$ cat src/rtl/irq_agg_pkg.sv
package irq_agg_pkg;
  // root line reached by pin p of device d
  function automatic int route_line(input int d, input int p, input int bridge_first,
                                    input int bridge_slot, input int num_lines);
    int sec;
    if (d < bridge_first) return (p + d) % num_lines;
    sec = (p + d - bridge_first) % 4;
    return (sec + bridge_slot) % num_lines;
  endfunction
endpackage

$ cat src/rtl/irq_change_picker.sv
module irq_change_picker #(
  parameter int N     = 24,
  localparam int IW   = (N > 1) ? $clog2(N) : 1
) (
  input  logic [N-1:0]  pend_i,
  output logic          valid_o,
  output logic [IW-1:0] idx_o
);
  always_comb begin
    valid_o = 1'b0;
    idx_o   = '0;
    for (int i = N - 1; i >= 0; i--) begin
      if (pend_i[i]) begin
        valid_o = 1'b1;
        idx_o   = IW'(i);
      end
    end
  end
endmodule

$ cat src/rtl/irq_route.sv
module irq_route
  import irq_agg_pkg::*;
#(
  parameter int NUM_DEV      = 6,
  parameter int NUM_LINES    = 4,
  parameter int BRIDGE_FIRST = 4,
  parameter int BRIDGE_SLOT  = 3,
  localparam int N  = 4 * NUM_DEV,
  localparam int IW = (N > 1) ? $clog2(N) : 1,
  localparam int LW = (NUM_LINES > 1) ? $clog2(NUM_LINES) : 1
) (
  input  logic [IW-1:0] idx_i,
  output logic [LW-1:0] line_o
);
  logic [LW-1:0] tbl [N];

  for (genvar i = 0; i < N; i++) begin : g_tbl
    localparam int LINE = route_line(i / 4, i % 4, BRIDGE_FIRST, BRIDGE_SLOT, NUM_LINES);
    assign tbl[i] = LW'(LINE);
  end

  always_comb begin
    line_o = '0;
    for (int i = 0; i < N; i++)
      if (idx_i == IW'(i)) line_o = tbl[i];
  end
endmodule

$ cat src/rtl/irq_line_counters.sv
module irq_line_counters #(
  parameter int NUM_LINES = 4,
  parameter int CNT_W     = 5,
  localparam int LW = (NUM_LINES > 1) ? $clog2(NUM_LINES) : 1
) (
  input  logic                       clk_i,
  input  logic                       rst_ni,
  input  logic                       step_i,
  input  logic [LW-1:0]              sel_i,
  input  logic                       up_i,
  input  logic                       load_i,
  input  logic [NUM_LINES*CNT_W-1:0] load_cnt_i,
  output logic [NUM_LINES*CNT_W-1:0] cnt_o,
  output logic [NUM_LINES-1:0]       nz_o
);
  for (genvar k = 0; k < NUM_LINES; k++) begin : g_line
    logic [CNT_W-1:0] c_q;
    always_ff @(posedge clk_i or negedge rst_ni) begin
      if (!rst_ni)                          c_q <= '0;
      else if (load_i)                      c_q <= load_cnt_i[k*CNT_W +: CNT_W];
      else if (step_i && sel_i == LW'(k))   c_q <= up_i ? c_q + 1'b1 : c_q - 1'b1;
    end
    assign cnt_o[k*CNT_W +: CNT_W] = c_q;
    assign nz_o[k] = |c_q;
  end
endmodule

$ cat src/rtl/irq_agg_counter.sv
module irq_agg_counter #(
  parameter int NUM_DEV      = 6,
  parameter int NUM_LINES    = 4,
  parameter int BRIDGE_FIRST = 4,
  parameter int BRIDGE_SLOT  = 3,
  parameter int LCOUNT_W     = 8,
  localparam int N     = 4 * NUM_DEV,
  localparam int CNT_W = $clog2(N + 1)
) (
  input  logic                       clk_i,
  input  logic                       rst_ni,
  input  logic [N-1:0]               pin_i,
  output logic [NUM_LINES-1:0]       line_o,
  output logic [NUM_LINES*CNT_W-1:0] save_cnt_o,
  input  logic                       restore_i,
  input  logic [LCOUNT_W-1:0]        restore_lines_i,
  input  logic [NUM_LINES*CNT_W-1:0] restore_cnt_i,
  output logic                       restore_err_o
);
  localparam int IW = (N > 1) ? $clog2(N) : 1;
  localparam int LW = (NUM_LINES > 1) ? $clog2(NUM_LINES) : 1;

  logic [N-1:0]  lvl_q;
  logic          chg_valid;
  logic [IW-1:0] chg_idx;
  logic [LW-1:0] chg_line;
  logic          step, load, reject, err_q;

  irq_change_picker #(.N(N)) u_pick (
    .pend_i (pin_i ^ lvl_q),
    .valid_o(chg_valid),
    .idx_o  (chg_idx)
  );

  irq_route #(
    .NUM_DEV(NUM_DEV), .NUM_LINES(NUM_LINES),
    .BRIDGE_FIRST(BRIDGE_FIRST), .BRIDGE_SLOT(BRIDGE_SLOT)
  ) u_route (
    .idx_i (chg_idx),
    .line_o(chg_line)
  );

  // any restore request blocks the serializer for that edge
  assign load   = restore_i && (restore_lines_i == LCOUNT_W'(NUM_LINES));
  assign reject = restore_i && !load;
  assign step   = chg_valid && !restore_i;

  always_ff @(posedge clk_i or negedge rst_ni) begin
    if (!rst_ni) begin
      lvl_q <= '0;
      err_q <= 1'b0;
    end else begin
      err_q <= reject;
      if (step) lvl_q[chg_idx] <= pin_i[chg_idx];
    end
  end

  irq_line_counters #(.NUM_LINES(NUM_LINES), .CNT_W(CNT_W)) u_cnt (
    .clk_i     (clk_i),
    .rst_ni    (rst_ni),
    .step_i    (step),
    .sel_i     (chg_line),
    .up_i      (pin_i[chg_idx]),
    .load_i    (load),
    .load_cnt_i(restore_cnt_i),
    .cnt_o     (save_cnt_o),
    .nz_o      (line_o)
  );

  assign restore_err_o = err_q;
endmodule

$ cat config.mk
export PLATFORM = sky130hd
export DESIGN_NAME = irq_agg_counter
export DESIGN_NICKNAME = d
export VERILOG_FILES = /design/src/rtl/irq_agg_pkg.sv /design/src/rtl/irq_change_picker.sv /design/src/rtl/irq_route.sv /design/src/rtl/irq_line_counters.sv /design/src/rtl/irq_agg_counter.sv
export SDC_FILE = /design/constraint.sdc
export NUM_CORES = 1
export LEC_CHECK = 0
export BUFFER_PORTS_ARGS = -buffer_cell sky130_fd_sc_hd__buf_2
export CORE_UTILIZATION = 45
export CTS_BUF_LIST = sky130_fd_sc_hd__clkbuf_8
export DETAILED_ROUTE_END_ITERATION = 16
export PLACE_DENSITY = 0.64
export SYNTH_ARGS = -nofsm -noshare
export SYNTH_HDL_FRONTEND = slang
export SYNTH_SLANG_ARGS = --single-unit
$ cat constraint.sdc
create_clock -name clk_i -period 8.6 [get_ports clk_i]
set_input_delay 1.72 -clock clk_i [delete_from_list [all_inputs] [get_ports clk_i]]
set_output_delay 1.72 -clock clk_i [all_outputs]
set_load 0.01 [all_outputs]
==> metrics.cfg <==
[placement]
detailed_place_hpwl_um=7960
io_buffers=79
pre_cts_ws_ns=1.75
place.gp.congestion=0.898

[detailed_routing]
wire_per_inst_um=16.9
vias_per_cell=5.81
wirelength_um=10200
drt_first_iter_violations=144
drtAntennaViolNets=0
via_count=3517
drc=0
dr.pass1.iters=5

[synth]
syn_area_mm2=0.00365
avgSynthCellArea_um2=8.61
yosys-top-cells-area=dfrtp_1 31%, nand2_1 7.4%, o21ai_0 6.4%
syn_nets=495
ys_seq_area_share_pct=30.8
ys_warn_count=0
synth-edff-count=0
netlist_instances=424
synth.distinct_cells=59
synth.most_common_cell=nand2_1
ys_ff_latch=45
synth_flop_cell=dfrtp_1
synth_common_cells=72 x nand2_1, 47 x o21ai_0, 45 x dfrtp_1, 26 x xnor2_1, 22 x xor2_1
yosys.area.top_type=dfrtp_1
ys_async_sr_fraction_pct=100
synth_top_cell_area_share_pct=30.8

[floorplan]
start_util_pct=46.8
ios=80
core_area_mm2=0.00781
die_area_mm2=0.00848
rows=32
die-height_um=92.1
die_w_um=92.1

[sta]
setup_tns_ns=0
worstMarginPinSlew_ns=1.19
fin_ws_ns=1.98
slew_headroom_pct=20.7
slew_viol_final=0
final-hold-violation-count=0
skew_ns=0.00763
fmax_mhz=151
period_share_pct=77.0
setup_viol=0
period_needed_ns=6.62
rsz0062_at_grt=no

[global_route]
grtUsageTotal_pct=25.3
grt_pass1_wl_um=16900
grt-ovfl-total=0
grt_pass1_vias=3362
grt_max_degree=46
antenna_found_initial=0

[worst_setup_path]
cp_max_fo=22
r2r_setup_slack_ns=3.10
critical_path_arrival_ns=6.80
r2r_start=lvl_q[6]
endpoint_kind=register
startpoint_type=primary input
reg2reg_depth=16
cp.required_ns=8.78
crit_type=primary input to register
reg2reg_to=u_cnt.g_line[3].c_q[4]

[power_and_ir_drop]
p_leak_uw=0.00185
vdd_drop_max_mv=0.215
powerDensity_mw_per_mm2=353

[worst_hold_path]
holdCritStartpoint=lvl_q[18]
hold-path-endpoint=lvl_q[18]
hold_path.class=register to register
hold_depth=2

[clocking]
cts-buffers-inserted=5
tritoncts=built
cts.sinks=45
clkTransAtPathRegs_ns=0.09
clk_path_buf_depth=2
clock_latency_ns=0.30
ctsHoldBuffers=0
cts_resized=0
htree_levels=2
cts_setup_buffers=0
clockRootBuffer=clkbuf_8

[cells_and_area]
drive_above_1_share_pct=21.7
area.growth.synth_to_final_pct=16.5
fillCellCount=761
diodes=0
layout.nets=574

[run]
max_cap_viol_count=0

[outcome]
status=completed

-- per-layer routing --
layer / share of wire (%) / routed length, um / GRT usage [%] / vias to the layer above
met4: 2.0 / 201 / 8.33 / 0
met1: 48 / 4870 / 35.3 / 1646
li1: - / - / - / 1717
met3: 5.2 / 536 / 3.98 / 15
met2: 45 / 4610 / 39.9 / 139
met5: 0 / 0 / 0 / -
-- worst max-delay path by stage --
stage	startpoint	end	slack, ns	cells past startpoint
final	pin_i[7]	u_cnt.g_line[3].c_q[4]	1.98	17
after global routing	pin_i[8]	u_cnt.g_line[0].c_q[4]	1.67	18
after CTS	pin_i[7]	u_cnt.g_line[3].c_q[4]	2.10	17
after detailed placement	pin_i[7]	u_cnt.g_line[3].c_q[4]	1.75	17
after global placement	pin_i[7]	u_cnt.g_line[3].c_q[4]	1.91	17
after floorplan	pin_i[19]	u_cnt.g_line[1].c_q[4]	2.91	18
-- power by group --
| part | internal (uW) | total, uW | switching, uW |
|---|---|---|---|
| logic | 422 | 988 | 566 |
| registers | 278 | 360 | 81.1 |
| clock network | 84.5 | 156 | 71.1 |
-- per-stage QoR --
step                      utilization (%)  total power, uW  instance area [um2]  hold slack, ns  cells
after floorplan                         -             1090                 3650           0.466    424
after global placement               53.2             1330                 4150           0.484    598
after detailed placement             53.2             1340                 4150           0.491    598
after CTS                            54.5             1510                 4250           0.511    605
after global routing                 54.5             1660                 4250           0.541    605
final                                54.5             1500                 4250           0.505    605
-- final cells by class --
cell class / instances / area, um2 / share of cell area [%]
inverters: 8 / 30.0 / 0.706
repair buffers: 83 / 425 / 10.0
clock inverters: 2 / 35.0 / 0.824
flip-flops and latches: 45 / 1130 / 26.5
well taps: 102 / 128 / 3.00
clock buffers: 5 / 68.8 / 1.62
multi-input cells: 360 / 2440 / 57.4
-- worst max-delay path: stages --
cell	delay [ns]
buf_2	0.12
xnor2_1	0.33
nand2_1	0.09
nor4_1	0.65
a21oi_2	0.28
nand3_1	0.49
o221ai_1	0.26
a311o_1	0.53
and2_1	0.24
inv_1	0.37
buf_4	0.33
ha_1	0.30
a21o_1	0.18
a21o_1	0.19
and3_1	0.19
o211ai_1	0.16
or3b_1	0.35
-- placed cells by master, fill, tap and decap left out, types with 2 or more instances in the layout --
| cell type | n |
|---|---|
| o21ai_0 | 47 |
| nor2_1 | 12 |
| a211oi_1 | 2 |
| or2_2 | 2 |
| o31ai_1 | 6 |
| xnor2_1 | 26 |
| dfrtp_1 | 45 |
| nor4b_1 | 2 |
| nor2_2 | 4 |
| mux2i_1 | 14 |
| a311o_1 | 3 |
| and4_1 | 2 |
| nor3_1 | 11 |
| clkbuf_8 | 5 |
| nor4_2 | 2 |
| a21boi_0 | 2 |
| a31oi_1 | 3 |
| nand4_1 | 8 |
| nor4_1 | 8 |
| xor2_1 | 22 |
| o221ai_1 | 2 |
| o211ai_1 | 11 |
| fa_1 | 4 |
| buf_4 | 4 |
| nand3_1 | 5 |
| or3b_1 | 4 |
| nand2_1 | 72 |
| a21o_1 | 13 |
| buf_2 | 79 |
| o21ai_1 | 2 |
| a21oi_1 | 20 |
| a221oi_1 | 2 |
| and3_1 | 7 |
| inv_1 | 8 |
| a21boi_1 | 2 |
| ha_1 | 12 |
| and2_1 | 4 |
| mux2_2 | 4 |
-- registers in the layout, indices dropped and copies added, names as in the netlist --
signal,flops
lvl_q,24
u_cnt.g_line.c_q,20
restore_err_o,1
-- logic make-up (layout without fill, tap and decap cells) --
logic type | Yosys count | count (layout) | synth area share [%]
AOI/OAI and AO/OA | 131 | 131 | 24.1
muxes | 18 | 18 | 5.07
buffers and inverters | 19 | 98 | 2.40
DFF | 45 | 45 | 30.8
adders and majority gates | 16 | 16 | 6.30
xor gates and xnor gates | 48 | 48 | 11.5
and+or+nand+nor | 147 | 147 | 19.8
Note: power is estimated with default switching activity, not from simulation.
